## src/rtl/dtf_pkg.sv

```systemverilog
package dtf_pkg;

    localparam int PADDR_W = 12;
    localparam int WORD_W  = 32;

    localparam logic [9:0] ITCTL_WORD = 10'h3C0;
    localparam logic [9:0] ITOUT_WORD = 10'h3C1;

    typedef enum logic [2:0] {
        CR_LOAD   = 3'd0,
        CR_VALUE  = 3'd1,
        CR_CTRL   = 3'd2,
        CR_INTCLR = 3'd3,
        CR_RAW    = 3'd4,
        CR_MASKED = 3'd5,
        CR_BGLOAD = 3'd6,
        CR_RSVD   = 3'd7
    } chreg_e;

    typedef enum logic [2:0] {
        RG_NONE,
        RG_CHAN,
        RG_ITCTL,
        RG_ITOUT,
        RG_ID
    } region_e;

    typedef struct packed {
        region_e     region;
        logic [6:0]  chan;
        chreg_e      creg;
        logic [3:0]  id_idx;
    } dec_t;

    function automatic logic [7:0] id_byte(input logic [3:0] idx);
        case (idx)
            4'd0:    return 8'h04;
            4'd4:    return 8'h23;
            4'd5:    return 8'hB8;
            4'd6:    return 8'h1B;
            4'd8:    return 8'h0D;
            4'd9:    return 8'hF0;
            4'd10:   return 8'h05;
            4'd11:   return 8'hB1;
            default: return 8'h00;
        endcase
    endfunction

endpackage

```

## src/rtl/dtf_decode.sv

```systemverilog
module dtf_decode
    import dtf_pkg::*;
#(
    parameter int NUM_CH = 2
) (
    input  logic [PADDR_W-1:0] paddr,
    output dec_t               dec
);
    logic aligned;
    assign aligned = (paddr[1:0] == 2'b00);

    always_comb begin
        dec.region = RG_NONE;
        dec.chan   = paddr[11:5];
        dec.creg   = chreg_e'(paddr[4:2]);
        dec.id_idx = {paddr[5:4] - 2'd1, paddr[3:2]};
        if (aligned) begin
            if (paddr[11:2] == ITCTL_WORD)
                dec.region = RG_ITCTL;
            else if (paddr[11:2] == ITOUT_WORD)
                dec.region = RG_ITOUT;
            else if (paddr[11:6] == 6'h3F && paddr[5:4] != 2'b00)
                dec.region = RG_ID;
            else if (int'(paddr[11:5]) < NUM_CH && paddr[4:2] != 3'd7)
                dec.region = RG_CHAN;
        end
    end
endmodule

```

## src/rtl/dtf_irq.sv

```systemverilog
module dtf_irq #(
    parameter int NUM_CH = 2
) (
    input  logic              clk,
    input  logic              rst,
    input  logic              wr_ctl,
    input  logic              wr_out,
    input  logic [NUM_CH-1:0] wbits,
    input  logic [NUM_CH-1:0] raw,
    input  logic [NUM_CH-1:0] en,
    output logic              it_mode,
    output logic [NUM_CH-1:0] irq_ch,
    output logic              irq_any
);
    logic [NUM_CH-1:0] it_bits;

    always_ff @(posedge clk) begin
        if (rst) begin
            it_mode <= 1'b0;
            it_bits <= '0;
        end else begin
            if (wr_ctl) it_mode <= wbits[0];
            if (wr_out) it_bits <= wbits;
        end
    end

    always_comb begin
        for (int i = 0; i < NUM_CH; i++)
            irq_ch[i] = it_mode ? it_bits[i] : (raw[i] & en[i]);
    end

    assign irq_any = |irq_ch;

    p_reset_clear_r10: assert property (@(posedge clk) disable iff (rst)
        $past(rst) |-> (!it_mode && it_bits == '0));

    p_forced_follow_r6: assert property (@(posedge clk) disable iff (rst)
        (it_mode && $past(wr_out) && !$past(rst)) |-> (irq_ch == $past(wbits)));

    p_any_source_r7: assert property (@(posedge clk) disable iff (rst)
        $rose(irq_any) |-> (irq_ch != '0));
endmodule

```

## src/rtl/dtf_rdmux.sv

```systemverilog
module dtf_rdmux
    import dtf_pkg::*;
#(
    parameter int NUM_CH = 2,
    parameter int CTRL_W = 8
) (
    input  dec_t                     dec,
    input  logic                     it_mode,
    input  logic [NUM_CH*WORD_W-1:0] ch_load_rd,
    input  logic [NUM_CH*WORD_W-1:0] ch_value_rd,
    input  logic [NUM_CH*CTRL_W-1:0] ch_ctrl_rd,
    input  logic [NUM_CH-1:0]        ch_raw_irq,
    input  logic [NUM_CH-1:0]        ch_irq_en,
    output logic [WORD_W-1:0]        rdata
);
    logic [WORD_W-1:0] sel_load, sel_value;
    logic [CTRL_W-1:0] sel_ctrl;
    logic              sel_raw, sel_en;

    always_comb begin
        sel_load  = '0;
        sel_value = '0;
        sel_ctrl  = '0;
        sel_raw   = 1'b0;
        sel_en    = 1'b0;
        for (int i = 0; i < NUM_CH; i++) begin
            if (dec.chan == 7'(i)) begin
                sel_load  = ch_load_rd[i*WORD_W +: WORD_W];
                sel_value = ch_value_rd[i*WORD_W +: WORD_W];
                sel_ctrl  = ch_ctrl_rd[i*CTRL_W +: CTRL_W];
                sel_raw   = ch_raw_irq[i];
                sel_en    = ch_irq_en[i];
            end
        end
    end

    always_comb begin
        rdata = '0;
        case (dec.region)
            RG_CHAN: begin
                case (dec.creg)
                    CR_LOAD, CR_BGLOAD: rdata = sel_load;
                    CR_VALUE:           rdata = sel_value;
                    CR_CTRL:            rdata = WORD_W'(sel_ctrl);
                    CR_RAW:             rdata = WORD_W'(sel_raw);
                    CR_MASKED:          rdata = WORD_W'(sel_raw & sel_en);
                    default:            rdata = '0;
                endcase
            end
            RG_ITCTL: rdata = WORD_W'(it_mode);
            RG_ID:    rdata = WORD_W'(id_byte(dec.id_idx));
            default:  rdata = '0;
        endcase
    end
endmodule

```

## src/rtl/dual_timer_apb_front.sv

```systemverilog
module dual_timer_apb_front
    import dtf_pkg::*;
#(
    parameter int NUM_CH = 2,
    parameter int CTRL_W = 8
) (
    input  logic                     clk,
    input  logic                     rst,
    input  logic                     psel,
    input  logic                     penable,
    input  logic                     pwrite,
    input  logic [PADDR_W-1:0]       paddr,
    input  logic [WORD_W-1:0]        pwdata,
    output logic [WORD_W-1:0]        prdata,
    output logic                     pready,
    output logic                     pslverr,
    output logic [WORD_W-1:0]        ch_wdata,
    output logic [NUM_CH-1:0]        ch_load_we,
    output logic [NUM_CH-1:0]        ch_ctrl_we,
    output logic [NUM_CH-1:0]        ch_bgload_we,
    output logic [NUM_CH-1:0]        ch_intclr,
    input  logic [NUM_CH*WORD_W-1:0] ch_load_rd,
    input  logic [NUM_CH*WORD_W-1:0] ch_value_rd,
    input  logic [NUM_CH*CTRL_W-1:0] ch_ctrl_rd,
    input  logic [NUM_CH-1:0]        ch_raw_irq,
    input  logic [NUM_CH-1:0]        ch_irq_en,
    output logic [NUM_CH-1:0]        irq_ch,
    output logic                     irq_any
);
    dec_t dec;
    logic wr_acc;
    logic it_mode;

    assign pready   = 1'b1;
    assign pslverr  = 1'b0;
    assign ch_wdata = pwdata;
    assign wr_acc   = psel & penable & pwrite;

    dtf_decode #(.NUM_CH(NUM_CH)) u_decode (
        .paddr (paddr),
        .dec   (dec)
    );

    for (genvar n = 0; n < NUM_CH; n++) begin : g_strobe
        logic hit;
        assign hit             = wr_acc && dec.region == RG_CHAN && dec.chan == 7'(n);
        assign ch_load_we[n]   = hit && dec.creg == CR_LOAD;
        assign ch_ctrl_we[n]   = hit && dec.creg == CR_CTRL;
        assign ch_bgload_we[n] = hit && dec.creg == CR_BGLOAD;
        assign ch_intclr[n]    = hit && dec.creg == CR_INTCLR;
    end

    dtf_irq #(.NUM_CH(NUM_CH)) u_irq (
        .clk     (clk),
        .rst     (rst),
        .wr_ctl  (wr_acc && dec.region == RG_ITCTL),
        .wr_out  (wr_acc && dec.region == RG_ITOUT),
        .wbits   (pwdata[NUM_CH-1:0]),
        .raw     (ch_raw_irq),
        .en      (ch_irq_en),
        .it_mode (it_mode),
        .irq_ch  (irq_ch),
        .irq_any (irq_any)
    );

    dtf_rdmux #(.NUM_CH(NUM_CH), .CTRL_W(CTRL_W)) u_rdmux (
        .dec         (dec),
        .it_mode     (it_mode),
        .ch_load_rd  (ch_load_rd),
        .ch_value_rd (ch_value_rd),
        .ch_ctrl_rd  (ch_ctrl_rd),
        .ch_raw_irq  (ch_raw_irq),
        .ch_irq_en   (ch_irq_en),
        .rdata       (prdata)
    );

    p_single_strobe_r2: assert property (@(posedge clk) disable iff (rst)
        $countones({ch_load_we, ch_ctrl_we, ch_bgload_we, ch_intclr}) <= 1);

    p_idle_quiet_r11: assert property (@(posedge clk) disable iff (rst)
        !(psel && penable && pwrite) |->
        ({ch_load_we, ch_ctrl_we, ch_bgload_we, ch_intclr} == '0));

    p_misaligned_quiet_r12: assert property (@(posedge clk) disable iff (rst)
        (paddr[1:0] != 2'b00) |->
        ({ch_load_we, ch_ctrl_we, ch_bgload_we, ch_intclr} == '0 && prdata == '0));
endmodule

```

## config.mk

```make
export PLATFORM = sky130hd
export DESIGN_NAME = dual_timer_apb_front
export DESIGN_NICKNAME = d
export VERILOG_FILES = /design/src/rtl/dtf_pkg.sv /design/src/rtl/dtf_decode.sv /design/src/rtl/dtf_irq.sv /design/src/rtl/dtf_rdmux.sv /design/src/rtl/dual_timer_apb_front.sv
export SDC_FILE = /design/constraint.sdc
export NUM_CORES = 1
export LEC_CHECK = 0
export ABC_AREA = 1
export BUFFER_PORTS_ARGS = -buffer_cell sky130_fd_sc_hd__buf_2
export CORE_AREA = 2 2 107 109
export DETAILED_ROUTE_END_ITERATION = 16
export DIE_AREA = 0 0 109 111
export HOLD_SLACK_MARGIN = 0.15
export PLACE_DENSITY = 0.61
export SETUP_SLACK_MARGIN = 0.1
export SKIP_CTS_REPAIR_TIMING = 1
export SLEW_MARGIN = 25
export SYNTH_ARGS = -nofsm -noshare
export SYNTH_HDL_FRONTEND = slang
export SYNTH_SLANG_ARGS = --single-unit
export TNS_END_PERCENT = 5
```

## constraint.sdc

```tcl
create_clock -name clk -period 2.2 [get_ports clk]
set_input_delay 0.33 -clock clk [delete_from_list [all_inputs] [get_ports clk]]
set_output_delay 0.33 -clock clk [all_outputs]
set_load 0.05 [all_outputs]
```

==> out/results.tsv, run 1 <==
stage	metric	value	unit
outcome	run status	finished clean	
cells_and_area	number of diodes	0	
synthesis	fraction of registers with async set/reset	0	
grt	initial antenna violation count	0	
setup_path	Critical path buffers and inverters	5	
floorplanning	initial core utilization	0.238	
grt	first-pass GRT wire length	15400	um
setup_path	Critical Path RT	1.87	ns
cells_and_area	post-layout util	0.420	
setup_path	crit path kind	input pin to output pin	
setup_path	Crit. path cell count	12	
clock_network	Clock transition at path regs	0.03	ns
synthesis	sequential share of the synthesized area	0.0228	
place	dpl hpwl	8390	um
timing	unrepaired setup endpoints after global routing	true	
place	Placer Congestion	0.871	
synthesis	Cell Area, Synth	2630	um2
floorplanning	die area	12100	um2
timing	max frequency	460	MHz
timing	max-slew violation total from the final report	0	
synthesis	syn_area_per_cell	4.49	um2
clock_network	# clock sinks	3	
synthesis	EDFF count, synth	0	
setup_path	CP max-delay cell	nor2_4	
routing	Total Wirelength	11600	um
timing	Tmin final	2.17	ns
clock_network	Longest Clk Path Bufs	2	
timing	final hold vios	0	
synthesis	Synth Net Count	789	
routing	# DRC	0	
cells_and_area	layout cells sized above 1	0.421	
clock_network	CTS tree	yes	
grt	gr usage total	0.154	
clock_network	clk root buf	clkbuf_16	
synthesis	ys flop type	dfxtp_1	
place	PortBufs	211	
synthesis	synth top area cells	nand2_1 55%, buf_4 11%, inv_1 6.4%	
cells_and_area	Reg area	60.1	um2
hold_path	Hold Path Class	input pin to flip-flop	
setup_path	R2R depth	4	
cells_and_area	Finished Layout Cells	930	
cells_and_area	Filler cells	1188	
routing	Antenna Violating Nets Remaining	0	
grt	largest net degree at the start of global routing	39	
floorplanning	site row count	39	
hold_path	WHS Path Cells	3	
place	Cells after DPL	914	
floorplanning	Ports	274	
synthesis	flops & latches, synth	3	
synthesis	cell count after synthesis	586	
power	PwrDens	164	nW/um2
synthesis	number of library cell types mapped by synthesis	26	
clock_network	Num CTS Buffers	3	
routing	routed vias	4016	
routing	WL/cell	12.5	um
synthesis	share of the synthesized area in the top cell type	0.547	
clock_network	htree depth	1	
timing	setup violation total in the final timing report	0	
power	Leakage	2.92	nW
routing	vias per inst	4.32	
synthesis	yosys warns	0	
power	Tot Pwr	0.762	mW
cells_and_area	Area Overhead vs Synth	76.8	%
timing	Setup Skew	0	ns
setup_path	Critical Path Max Stage Delay	0.21	ns
grt	Congestion Overflow GR	0	
setup_path	Top cell by count, worst path	buf_6	
timing	Tcrit/Tclk final	0.988	
floorplanning	die width	109	um
setup_path	CP max FO	15	
setup_path	critical path arrival	1.84	ns
routing	drt pass-1 iters	4	
place	dpl ws	-0.0981	ns
setup_path	Startpoint Class	input pin	
timing	Setup WS post-layout	0.0273	ns
setup_path	CP Capture Type	output pin	
clock_network	clk_lat worst skew	0.22	ns
cells_and_area	# nets final	991	
floorplanning	die height	111	um
job	Max-Cap Viols	0	
synthesis	leading area contributor after synthesis	nand2_1	
routing	initial DRC count	183	
power	worst vdd ir	0.716	mV
floorplanning	Core ar.	11100	um2
grt	number of global-route vias before repair	3454	
setup_path	CP top delay family	buffers and inverters	
setup_path	worst path cell trace	buf_12 -> inv_2 -> ha_4 -> nand2_2 -> nor2_1 -> nand2_1 -> nand4_1 -> nor2_4 -> buf_6 -> inv_1 -> a21oi_2 -> buf_6	
cells_and_area	multi-input logic area	2230	um2
## cells by family after synthesis
group	count (synthesis)	share of synthesized area
compound gates	15	0.0361
fa+ha+maj	6	0.0285
buf+inv	110	0.237
flops	3	0.0228
other cells	2	0.00285
simple gates	450	0.673
## layout by cell type, fill, tap and decap left out, types with 6 or more instances in the layout
cell         n
buf_12      12
buf_2      168
buf_4       28
buf_6       30
buf_8       13
clkbuf_16    6
inv_1       35
inv_2       14
nand2_1    363
nand2_2     21
nand2_4     10
nand3_1      8
nor2_1      20
nor2_4      12
## cell type report
type | instances | area share
Multi-Input combinational cell | 473 | 0.478
Timing Repair Buffer | 255 | 0.409
Inverter | 52 | 0.0441
Tap cell | 143 | 0.0384
Clock buffer | 4 | 0.0169
Sequential cell | 3 | 0.0129
## cell usage after synthesis (5+ instances only)
master and count:
inv_1 45, inv_2 7, buf_2 12, o21ai_0 5
nor2_1 31, buf_4 38, ha_1 6, nand2_1 384
nand2_2 10, nand3_1 8, nand4_1 5, nor3_1 5
buf_6 7
## per-stage QoR
| step | cell area [um2] | setup TNS, ns | hold WS [ns] |
|---|---|---|---|
| 3_3_place_gp | 3780 | -2.01 | 0.573 |
| 4_1_cts | 3860 | -1.64 | 0.363 |
| 2_1_floorplan | 2640 | -0.0810 | 0.465 |
| 6_report | 4660 | 0 | 0.363 |
| 5_1_grt | 4660 | -0.356 | 0.369 |
| 3_5_place_dp | 3780 | -1.61 | 0.573 |
## state kept, by name, summed over array words and instances, names as in the netlist
signal / count
u_irq.it_bits: 2
u_irq.it_mode: 1
## path summary, 6_finish.rpt
kind                     from               end  slack (ns)
max                  paddr[2]        prdata[20]        0.03
min                 pwdata[1]  u_irq.it_bits[1]        0.36
max reg2reg     u_irq.it_mode     u_irq.it_mode        1.50
min reg2reg  u_irq.it_bits[1]  u_irq.it_bits[1]        0.59
## tightest hold or removal path: stages
cell and delay, ns:
buf_2 0.09, nor3_1 0.04, nor2_1 0.09
## where the power goes
group / switching, mW / internal [mW] / leakage [nW]
Sequential: 0.00000205 / 0.0548 / 0.0241
Combinational: 0.211 / 0.211 / 2.86
Clock: 0.0466 / 0.239 / 0.0382
Total: 0.258 / 0.504 / 2.92
## per-layer routing
layer  vias to the layer above  global-route usage  share of wire
met5                         -                   0              0
met4                         0             0.00940         0.0047
met3                        10              0.0235          0.079
met2                       181               0.300           0.50
met1                      1725               0.179           0.41
li1                       2100                   -              -
Power figures use the tool's default switching activity.
==> inputs of run 2 (changes only) <==
PLACE_DENSITY = not set   (was 0.61)
==> out/results.tsv, run 2 (same netlist as run 1, synthesis figures left out) <==
stage	metric	value	unit	change
cells_and_area	layout cells sized above 1	0.413		-0.00779
hold_path	Hold Path Class	input pin to flip-flop		
timing	sum of negative setup slack	-0.00478	ns	-0.00478 ns
routing	Total Wirelength	11500	um	-1.6%
setup_path	Critical path buffers and inverters	6		+1
cells_and_area	most common cell after layout, fill and taps aside	nand2_1		
place	dpl hpwl	8700	um	+3.7%
grt	largest net degree at the start of global routing	42		+7.7%
place	Placer Congestion	0.897		+2.9%
grt	first-pass GRT wire length	15700	um	+1.5%
cells_and_area	Filler cells	1238		+4.2%
cells_and_area	Biggest register	u_irq.it_bits		
routing	initial DRC count	166		-9.3%
timing	final hold vios	0		unchanged
routing	# DRC	0		unchanged
timing	Setup Skew	0	ns	unchanged
routing	WL/cell	12.2	um	-2.7%
power	Leakage	2.90	nW	-0.63%
timing	unrepaired setup endpoints after global routing	true		
setup_path	CP top delay family	simple AND/OR/NAND/NOR gates		
cells_and_area	max reg flops	2		unchanged
floorplanning	site row count	39		unchanged
clock_network	clk_lat worst skew	0.22	ns	about the same
grt	initial antenna violation count	1		+1
floorplanning	Ports	274		unchanged
timing	Setup WS post-layout	-0.00478	ns	-0.0321 ns
floorplanning	initial core utilization	0.238		unchanged
cells_and_area	biggest regs	u_irq.it_bits x2, u_irq.it_mode x1		
routing	routed vias	4073		+1.4%
routing	drt pass-1 iters	6		+2
setup_path	CP max FO	7		-8
outcome	failing checks	negative setup slack		
floorplanning	die area	12100	um2	unchanged
clock_network	clk root buf	clkbuf_16		
outcome	run status	complete, but fails checks		
job	Max-Cap Viols	0		unchanged
clock_network	# clock sinks	3		unchanged
grt	Congestion Overflow GR	0		unchanged
cells_and_area	Area Overhead vs Synth	76.0	%	
setup_path	crit path kind	input pin to output pin		
setup_path	Critical Path Max Stage Delay	0.20	ns	about the same
clock_network	Clock transition at path regs	0.03	ns	about the same
clock_network	Longest Clk Path Bufs	2		unchanged
grt	gr usage total	0.157		+0.00338
power	PwrDens	160	nW/um2	-2.4%
setup_path	Critical Path RT	1.87	ns	about the same
timing	setup violation total in the final timing report	1		+1
power	worst vdd ir	0.498	mV	-30%
floorplanning	die height	111	um	unchanged
clock_network	Num CTS Buffers	3		unchanged
cells_and_area	# nets final	1001		+1.0%
place	PortBufs	211		unchanged
timing	max-slew violation total from the final report	0		unchanged
timing	Tmin final	2.20	ns	+0.0321 ns
setup_path	CP max-delay cell	nand4_1		
cells_and_area	most frequent cells in the layout	366 x nand2_1, 165 x buf_2, 40 x buf_4, 33 x inv_1, 30 x nor2_1		
floorplanning	die width	109	um	unchanged
setup_path	CP Capture Type	output pin		
timing	Tcrit/Tclk final	1.00		+0.0146
setup_path	Startpoint Class	input pin		
timing	max frequency	454	MHz	-1.5%
clock_network	htree depth	1		unchanged
floorplanning	Core ar.	11100	um2	unchanged
clock_network	CTS tree	yes		
routing	vias per inst	4.33		+0.23%
routing	Antenna Violating Nets Remaining	0		unchanged
cells_and_area	post-layout util	0.418		-0.00203
setup_path	critical path arrival	1.87	ns	+0.03 ns
setup_path	worst path cell trace	buf_2 -> inv_1 -> nand2_2 -> buf_6 -> nor3_4 -> nand4_1 -> nor2_4 -> buf_12 -> clkbuf_16 -> nand2_1 -> nand2_1 -> buf_6		
grt	number of global-route vias before repair	3487		+0.96%
## run 2: worst paths after layout
path	start	end	slack [ns]	depth (start not counted)
setup / recovery	paddr[6]	prdata[3]	-0.005	12
hold / removal	pwdata[1]	u_irq.it_bits[1]	0.37	3
setup reg to reg	u_irq.it_mode	u_irq.it_mode	1.48	4
hold reg to reg	u_irq.it_bits[0]	u_irq.it_bits[0]	0.57	3
## run 2: area by class of cell
type                       instances  area (um2)  area share
clock buffer                       4        78.8      0.0170
sequential                         3        60.1      0.0130
timing repair buffer             265        2010       0.433
tap                              143         179      0.0386
multi-input combinational        473        2100       0.453
inverter                          52         205      0.0443
antenna                            1        2.50    0.000540
## run 2: layer usage
metal,part of all wire,track usage,up-vias
met3,0.083,0.0235,12
met1,0.40,0.179,1762
met2,0.51,0.307,178
met5,0,0,-
met4,0.0080,0.0188,0
li1,-,-,2121
## run 2: where the power goes
part	internal (mW)	switching [mW]
Clock	0.239	0.0483
Combinational	0.201	0.197
Sequential	0.0548	0.00000242
## run 2: stage by stage
| stage | total power [mW] | std cells | setup slack, ns | instance area [um2] | hold WS, ns |
|---|---|---|---|---|---|
| floorplan | 0.342 | 586 | -0.0810 | 2640 | 0.465 |
| global placement | 0.413 | 927 | -0.178 | 3900 | 0.565 |
| detailed placement | 0.413 | 927 | -0.203 | 3900 | 0.572 |
| CTS | 0.705 | 931 | -0.207 | 3980 | 0.372 |
| global route | 0.790 | 940 | -0.0953 | 4630 | 0.394 |
| finish | 0.740 | 941 | -0.00478 | 4630 | 0.371 |
## run 2: worst min-delay path: cells and delay by family
kind	cells	cell delay [ns]
AND/OR/NAND/NOR	2	0.13
buffers and inverters	1	0.09
